### src/rtl/mrt_pkg.sv
`timescale 1ns/1ps
// Package: register addresses and control-bit positions shared by the
// timer and its checker. Assumes a 3-bit word address space.
package mrt_pkg;
    typedef enum logic [2:0] {
        ADR_CTRL    = 3'd0,
        ADR_RELOAD  = 3'd1,
        ADR_COMPARE = 3'd2,
        ADR_COUNT   = 3'd3,
        ADR_STATUS  = 3'd4
    } mrt_addr_e;

    localparam int CTL_RUN  = 0;
    localparam int CTL_MODE = 1;
    localparam int CTL_SEL  = 2;
    localparam int CTL_IE   = 5;
endpackage

### src/rtl/mrt_prescaler.sv
`timescale 1ns/1ps
// Prescaler: free-running divider that is held at zero while the channel is
// stopped. It emits a one-cycle tick every 2^sel cycles while running.
// Assumes sel is stable while running, except for deliberate reprogramming.
module mrt_prescaler #(
    parameter int SEL_W = 3
) (
    input  logic             clk,
    input  logic             rst_n,
    input  logic             run,
    input  logic [SEL_W-1:0] sel,
    output logic             tick
);
    localparam int PRE_W = (1 << SEL_W) - 1;

    logic [PRE_W-1:0] pre_q;
    logic [PRE_W-1:0] mask;

    // Mask has the low 'sel' bits set; one bit per generated slice.
    for (genvar g = 0; g < PRE_W; g++) begin : g_mask
        assign mask[g] = (32'(sel) > g);
    end

    assign tick = run && ((pre_q & mask) == mask);

    // Divider state: cleared while stopped, counts every cycle while running.
    always_ff @(posedge clk) begin
        if (!rst_n || !run) pre_q <= '0;
        else                pre_q <= pre_q + 1'b1;
    end
endmodule

### src/rtl/mrt_counter.sv
`timescale 1ns/1ps
// Counter: up-counter with an active compare shadow. It loads the reload
// value and the compare shadow on start or on match, and steps on tick.
// Assumes start and tick are never high together.
module mrt_counter #(
    parameter int CNT_W = 16
) (
    input  logic             clk,
    input  logic             rst_n,
    input  logic             tick,
    input  logic             start,
    input  logic [CNT_W-1:0] reload_val,
    input  logic [CNT_W-1:0] compare_val,
    output logic [CNT_W-1:0] cnt,
    output logic [CNT_W-1:0] cmp_act,
    output logic             match_evt
);
    logic [CNT_W-1:0] cnt_q;
    logic [CNT_W-1:0] cmp_q;

    assign match_evt = tick && (cnt_q == cmp_q);
    assign cnt       = cnt_q;
    assign cmp_act   = cmp_q;

    // Count register and compare shadow update.
    always_ff @(posedge clk) begin
        if (!rst_n) begin
            cnt_q <= '0;
            cmp_q <= '0;
        end else if (start || match_evt) begin
            cnt_q <= reload_val;
            cmp_q <= compare_val;
        end else if (tick) begin
            cnt_q <= cnt_q + 1'b1;
        end
    end
endmodule

### src/rtl/mrt_irq_flag.sv
`timescale 1ns/1ps
// Interrupt flag: sticky status bit with write-one-to-clear. A set in the
// same cycle as a clear wins. Assumes set is a single-cycle pulse.
module mrt_irq_flag (
    input  logic clk,
    input  logic rst_n,
    input  logic set,
    input  logic clr,
    output logic flag
);
    // Sticky status update, with set taking priority over clear.
    always_ff @(posedge clk) begin
        if (!rst_n)   flag <= 1'b0;
        else if (set) flag <= 1'b1;
        else if (clr) flag <= 1'b0;
    end
endmodule

### src/rtl/match_reload_timer.sv
`timescale 1ns/1ps
// Top: one compare-match reload timer channel with its register port.
// It holds control, reload and compare registers, decodes writes, muxes
// reads and sequences one-shot and interval modes. Assumes one register
// access per cycle and synchronous active-low reset.
module match_reload_timer #(
    parameter int CNT_W  = 16,
    parameter int SEL_W  = 3,
    parameter int ADDR_W = 3
) (
    input  logic              clk,
    input  logic              rst_n,
    input  logic              reg_wr,
    input  logic [ADDR_W-1:0] reg_addr,
    input  logic [CNT_W-1:0]  reg_wdata,
    output logic [CNT_W-1:0]  reg_rdata,
    output logic              irq
);
    import mrt_pkg::*;

    localparam int CTL_W = CTL_IE + 1;

    logic             run_q, mode_q, ie_q;
    logic [SEL_W-1:0] sel_q;
    logic [CNT_W-1:0] reload_q, compare_q;
    logic [CNT_W-1:0] cnt_w, cmp_act_w;
    logic             tick, match_evt, status_q;
    logic             wr_ctrl, wr_status, start;

    assign wr_ctrl   = reg_wr && (reg_addr == ADDR_W'(ADR_CTRL));
    assign wr_status = reg_wr && (reg_addr == ADDR_W'(ADR_STATUS));
    assign start     = wr_ctrl && reg_wdata[CTL_RUN] && !run_q;

    // Control register; a one-shot match clears run over a software write.
    always_ff @(posedge clk) begin
        if (!rst_n) begin
            run_q  <= 1'b0;
            mode_q <= 1'b0;
            sel_q  <= '0;
            ie_q   <= 1'b0;
        end else begin
            if (wr_ctrl) begin
                mode_q <= reg_wdata[CTL_MODE];
                sel_q  <= reg_wdata[CTL_SEL +: SEL_W];
                ie_q   <= reg_wdata[CTL_IE];
            end
            if (match_evt && !mode_q) run_q <= 1'b0;
            else if (wr_ctrl)         run_q <= reg_wdata[CTL_RUN];
        end
    end

    // Software-visible reload and compare registers.
    always_ff @(posedge clk) begin
        if (!rst_n) begin
            reload_q  <= '0;
            compare_q <= '0;
        end else if (reg_wr) begin
            if (reg_addr == ADDR_W'(ADR_RELOAD))  reload_q  <= reg_wdata;
            if (reg_addr == ADDR_W'(ADR_COMPARE)) compare_q <= reg_wdata;
        end
    end

    mrt_prescaler #(.SEL_W(SEL_W)) u_pre (
        .clk (clk),
        .rst_n (rst_n),
        .run (run_q),
        .sel (sel_q),
        .tick (tick)
    );

    mrt_counter #(.CNT_W(CNT_W)) u_cnt (
        .clk         (clk),
        .rst_n       (rst_n),
        .tick        (tick),
        .start       (start),
        .reload_val  (reload_q),
        .compare_val (compare_q),
        .cnt         (cnt_w),
        .cmp_act     (cmp_act_w),
        .match_evt   (match_evt)
    );

    mrt_irq_flag u_flag (
        .clk   (clk),
        .rst_n (rst_n),
        .set   (match_evt),
        .clr   (wr_status && reg_wdata[0]),
        .flag  (status_q)
    );

    assign irq = status_q && ie_q;

    // Read mux for the register port.
    always_comb begin
        unique case (reg_addr)
            ADDR_W'(ADR_CTRL):    reg_rdata = CNT_W'({ie_q, sel_q, mode_q, run_q});
            ADDR_W'(ADR_RELOAD):  reg_rdata = reload_q;
            ADDR_W'(ADR_COMPARE): reg_rdata = compare_q;
            ADDR_W'(ADR_COUNT):   reg_rdata = cnt_w;
            ADDR_W'(ADR_STATUS):  reg_rdata = CNT_W'(status_q);
            default:              reg_rdata = '0;
        endcase
    end

    logic unused_ok;
    assign unused_ok = ^{CTL_W, reg_wdata};
endmodule

### config.mk
export PLATFORM = sky130hd
export DESIGN_NAME = match_reload_timer
export DESIGN_NICKNAME = d
export VERILOG_FILES = /design/src/rtl/mrt_pkg.sv /design/src/rtl/mrt_prescaler.sv /design/src/rtl/mrt_counter.sv /design/src/rtl/mrt_irq_flag.sv /design/src/rtl/match_reload_timer.sv
export SDC_FILE = /design/constraint.sdc
export NUM_CORES = 1
export LEC_CHECK = 0
export ABC_AREA = 1
export BUFFER_PORTS_ARGS = -buffer_cell sky130_fd_sc_hd__buf_2
export CAP_MARGIN = 20
export CORE_MARGIN = 8
export CORE_UTILIZATION = 45
export CTS_BUF_LIST = sky130_fd_sc_hd__clkbuf_8
export CTS_CLUSTER_SIZE = 40
export DETAILED_ROUTE_END_ITERATION = 12
export PLACE_DENSITY = 0.7
export SYNTH_ARGS = -nofsm -noshare
export SYNTH_HDL_FRONTEND = slang
export SYNTH_HIERARCHICAL = 1
export SYNTH_SLANG_ARGS = --single-unit
### constraint.sdc
create_clock -name clk -period 2.3 [get_ports clk]
set_input_delay 0.23 -clock clk [delete_from_list [all_inputs] [get_ports clk]]
set_output_delay 0.23 -clock clk [all_outputs]
set_load 0.05 [all_outputs]
## After elaboration in Yosys (flattened, before gate mapping)

Index checks and enable logic that the tools add are counted.

- Reduce and logical (&&, ||, !) cells: 20
- Mux-type cells: 5
- Eq/ne operators: 6
- Bitwise logic cells: 2
- Add/subtract/negate cells: 2
- Magnitude comparators: 7

Operator list:

| operator | number |
|---|---|
| one-hot mux 16 bit (5 select lines) | 1 |
| two-way mux 16 bit | 2 |
| adder 16 x 1 -> 16 bit (second input constant) | 1 |
| == test 16 bit | 1 |
| > comparator 3 bit (second input constant) | 3 |
| logical AND 1 bit | 9 |
| adder 7 x 1 -> 7 bit (second input constant) | 1 |
| bitwise AND 7 bit | 1 |
| == test 7 bit | 1 |
| == test 3 x 2 -> 1 bit (second input constant) | 2 |
| > comparator 3 x 1 -> 1 bit (second input constant) | 2 |
| > comparator 3 x 2 -> 1 bit (second input constant) | 2 |
| AND reduction 2 bit | 2 |
| nonzero test 2 bit | 2 |
| == test 3 x 1 -> 1 bit (second input constant) | 1 |
| == test 3 bit (second input constant) | 1 |
| zero test 1 bit | 3 |
| zero test 3 bit | 1 |
| logical OR 1 bit | 2 |
| two-way mux 1 bit | 2 |
| OR reduction 2 bit | 1 |
| NOT 1 bit | 1 |

- Register bits after elaboration: 78
- Bits of input ports: 22
- Output and inout port bits: 17

## Logic depth before layout (Yosys ltp)

- Depth in word-level cells: 7
- Mapped depth: 18
- Gate-level depth less buffers: 16

## Hierarchy

Netlist, hierarchy kept.

Modules (own cells, without submodules):

| module | times used | sequential area each (um^2) | area each (um^2) | cells each |
|---|---|---|---|---|
| mrt_counter | 1 | 640.6 | 2207.1 | 381 |
| match_reload_timer | 1 | 760.7 | 2107.0 | 343 |
| mrt_prescaler | 1 | 140.1 | 341.6 | 50 |
| mrt_irq_flag | 1 | 20.0 | 43.8 | 6 |

## Worst setup path before layout

Ideal clock, no wire load.

- Kind: flip-flop to flip-flop
- Start: reg u_pre.pre_q[2]
- End: reg u_cnt.cmp_q[8] (netlist: u_cnt/cmp_act[8])
- Cell stages (with the launch flop): 16
- Setup slack: 0.392 ns
- Period minus slack after synthesis: 1.908 ns
- Arrival time: 1.792 ns
- Required time: 2.184 ns
- Buffers on the path: 2
- Path through: dfxtp_1 -> nand2_1 -> a21oi_1 -> nand2_1 -> a21oi_1 -> buf_2 -> nand2_1 -> nor2_1 -> nand2_1 -> nor2_2 -> nand3_4 -> nand2_8 -> inv_6 -> buf_6 -> nor2_1 -> nor2_1

- Longest elaborated chain between the ends: 5

RTL lines:

| item | RTL line | text |
|---|---|---|
| from (decl) | mrt_prescaler.sv:16 | `logic [PRE_W-1:0] pre_q;` |
| from (signal assigned) | mrt_prescaler.sv:29 | `else pre_q <= pre_q + 1'b1;` |
| bitwise AND 7 bit | mrt_prescaler.sv:24 | `assign tick = run && ((pre_q & mask) == mask);` |
| == test 7 bit | mrt_prescaler.sv:24 |  |
| logical AND 1 bit | mrt_prescaler.sv:24 |  |
| net tick | match_reload_timer.sv:27 | `logic tick, match_evt, status_q;` |
| logical AND 1 bit | mrt_counter.sv:21 | `assign match_evt = tick && (cnt_q == cmp_q);` |
| logical OR 1 bit | mrt_counter.sv:30 | `end else if (start \|\| match_evt) begin` |
| to (signal assigned) | mrt_counter.sv:32 | `cmp_q <= compare_val;` |
| to (decl) | mrt_counter.sv:19 | `logic [CNT_W-1:0] cmp_q;` |

The timed path passes the listed nets, and every way through them passes these cells.
A chain may end at the register's enable or synchronous reset.

## Worst setup path in the final report

- Start: reg u_pre.pre_q[2]
- End: reg u_cnt.cnt_q[9] (netlist: u_cnt/cnt[9])

- Longest elaborated chain between the ends: 6
- Elaborated cells between the ends (all ways): 7

RTL lines:

| item | RTL line | text |
|---|---|---|
| bitwise AND 7 bit (*) | mrt_prescaler.sv:24 |  |
| == test 7 bit (*) | mrt_prescaler.sv:24 |  |
| logical AND 1 bit (*) | mrt_prescaler.sv:24 |  |
| net tick | match_reload_timer.sv:27 |  |
| logical AND 1 bit | mrt_counter.sv:21 |  |
| logical OR 1 bit | mrt_counter.sv:30 |  |
| two-way mux 16 bit or nonzero test 2 bit (tied branches) | -- |  |
| to (signal assigned) | mrt_counter.sv:31 | `cnt_q <= reload_val;` |
| to (signal assigned) | mrt_counter.sv:34 | `cnt_q <= cnt_q + 1'b1;` |
| to (decl) | mrt_counter.sv:18 | `logic [CNT_W-1:0] cnt_q;` |

The timed path passes the listed nets; every way through them passes the cells marked *.

==> impl_metrics.csv <==
group,metric,value,unit
cts,clockBufferDepth,2,
global_routing,grt_antenna_before_repair,0,
timing,min_period_over_period,90.1,%
route,first_pass_iters,6,
timing,setup_viol,0,
cells_and_area,layout_common_cells,"224 x nand2_1, 159 x nor2_1, 96 x inv_1",
global_routing,grt_usage,18.2,%
place,dp_hpwl,9720,um
worst_setup_path,worstRegToRegCells,15,
route,drt_wl_total,13200,um
place,pre_cts_ws,0.00129,ns
cts,htreeDepth,3,
timing,fin_crit,2.07,ns
worst_setup_path,endpoint_kind,"register",
worst_setup_path,critPathRequiredTime,2.61,ns
cells_and_area,multi_input_area,0.00259,mm2
timing,hold_viol,0,
cts,cts_buffers,9,
cells_and_area,diodes,0,
cells_and_area,fin_nets,839,
cts,cts.hold.buffers_added,0,
die,core_area,0.0102,mm2
cells_and_area,fin_util,51.2,%
timing,setup_slack,0.228,ns
synthesis,synth_area_leaders,"dfxtp_1 33%, nand2_1 18%, nor2_1 13%, inv_1 7.6%, nand4_1 6.8%",
timing,skew,0.0154,ns
synthesis,netlist_area,0.00470,mm2
timing,tightest_slew,0.472,ns
global_routing,grt_pass1_vias,4278,
cells_and_area,final_cells,955,
worst_setup_path,cpMaxStageDelayCell,"dfxtp_1",
global_routing,grt_overflow,0,
worst_setup_path,cp.arrival,2.38,ns
place,port_buffers,38,
worst_setup_path,startpoint_type,"register",
route,drt_iter0_drc,352,
worst_setup_path,critPathMaxStageDelay,0.41,ns
power_and_ir_drop,cellLeakagePower,2.54,nW
timing,fin_tns_setup,0,ns
cts,worst_skew_pair.late_latency,0.35,ns
cts,cts_root_buf,"clkbuf_8",
global_routing,grt_pass1_wl,21200,um
cells_and_area,drive_gt1_share,12.6,%
cells_and_area,seqCellArea,0.00156,mm2
power_and_ir_drop,power.density,521,mW/mm2
cts,clkTransAtPathRegs,0.09,ns
die,die_area,0.0140,mm2
job,maxCapViolCount,0,
run_status,status,"finished, final reports clean",
synthesis,syn_inst,780,
timing,rsz0062_at_grt,"no",
die,initial_core_util,45.9,%
synthesis,synthArstFlopShare,0,%
power_and_ir_drop,ir_drop,0.373,mV
worst_setup_path,critical_path_class,"reg2reg",
synthesis,yosysSeqAreaShare,33.2,%
cts,clock_sinks,78,
synthesis,syn_avg_cell_area,6.03,um2
cells_and_area,syn_to_final_growth,11.4,%
timing,slew_violations,0,
cts,cts_tree,"yes",
cells_and_area,nFillCells,1050,
route,num_vias,4867,
die,io_pins,39,
route,wire_per_inst,13.8,um
die,row_count,37,
synthesis,ys_seq_elements,78,
timing,max_slew_margin,68.4,%
route,route.detailed.drc,0,
synthesis,yosysTopAreaCell,"dfxtp_1",
worst_setup_path,critPathMaxFanout,11,
cells_and_area,final_common_cell,"nand2_1",
min_path,hp-class,"in2reg",
worst_setup_path,crit_top_cell,"nand2_1",
route,vias_per_cell,5.10,
synthesis,ys_types,31,
die,die_w,118,um
global_routing,grt_max_degree,56,
min_path,hold_depth,3,
synthesis,yosysWarningCount,6,
synthesis,syn_nets,804,
route,ant_nets,0,
worst_setup_path,crit_chain,"nand2_1, a21oi_1, nand2_1, a21oi_4, nand2_1, nor2_1, nand2_1, nor2_2, nand3_4, nand2_8, buf_12, nand2_1, nand3_1, nand2_1, inv_1",
synthesis,ys.flop_type,"dfxtp_1",
die,die_height,118,um
place,dpl.cell_count,936,
synthesis,netlist.area_leader.share,33.2,%
place,gp_congestion,0.923,
timing,fmax,483,MHz
synthesis,synth_edf_count,0,
[path summary, 6_finish.rpt]
| check | start | slack (ns) | to |
|---|---|---|---|
| setup reg to reg | u_pre/pre_q[2] | 0.23 | u_cnt/cnt[9] |
| hold reg to reg | u_pre/pre_q[0] | 0.47 | u_pre/pre_q[0] |
| hold / removal | reg_wdata[1] | 0.13 | mode_q |
| setup / recovery | u_pre/pre_q[2] | 0.23 | u_cnt/cnt[9] |
[where the power goes]
group          switching, mW  leakage (nW)  internal (mW)  total [mW]
Sequential            0.0435         0.632           1.39        1.43
Combinational          0.254          1.82          0.121       0.375
Clock                  0.504        0.0897          0.417       0.921
[critical path, delay by kind of cell (launching register included)]
kind	cells	cell delay, ns
flops	1	0.41
simple gates	11	1.11
compound gates	2	0.33
buf+inv	2	0.18
[registers in the layout, summed over array words and instances, names as in the netlist]
signal / count
u_cnt/cnt: 16
u_pre/pre_q: 7
reload_q: 16
run_q: 1
compare_q: 16
sel_q: 3
u_cnt/cmp_act: 16
ie_q: 1
u_flag/flag: 1
mode_q: 1
[what timing repair did]
| action | CTS | global route |
|---|---|---|
| resized for setup | 1 | 1 |
| gates cloned | 0 | 1 |
| setup endpoints to repair | 2 | 30 |
| pin swaps | 0 | 1 |
| setup buffers | 0 | 3 |
[Yosys cell counts, types with 11 or more instances]
master    instances
inv_1            95
nand2_1         224
nor2_1          159
dfxtp_1          78
a21oi_1          13
o21ai_0          22
clkbuf_1         12
nand3_1          53
nand4_1          51
inv_2            13
nor2_2           11
[stage by stage]
stage	hold slack [ns]	power [mW]	instance area [um2]
6_report	0.134	2.73	5240
3_5_place_dp	0.456	1.82	4990
4_1_cts	0.123	2.73	5170
3_3_place_gp	0.444	1.82	4990
2_1_floorplan	0.352	1.72	4700
5_1_grt	0.150	2.86	5240
[metal layers]
metal | vias to the layer above | wire length (um) | part of all wire [%] | GRT usage [%]
li1 | 2500 | - | - | -
met1 | 2175 | 6290 | 48 | 25.9
met2 | 178 | 5850 | 44 | 27.8
met3 | 14 | 921 | 7.0 | 2.86
met4 | 0 | 137 | 1.0 | 5.36
met5 | - | 0 | 0 | 0
[logic make-up after synthesis]
kind of cell,synth area share [%]
buffers and inverters,12.1
AO/OA/AOI/OAI,4.77
adder cells (fa/ha/maj),0.532
XOR/XNOR,1.68
AND/OR/NAND/NOR,47.7
flip-flops,33.2
[layout make-up]
class,instances,area share (%)
tap,136,3.25
clock inverter,5,0.717
clock buffer,10,2.63
timing repair buffer,51,6.21
multi-input combinational,566,49.5
sequential,78,29.8
inverter,109,7.91
Power figures use the tool's default switching activity.
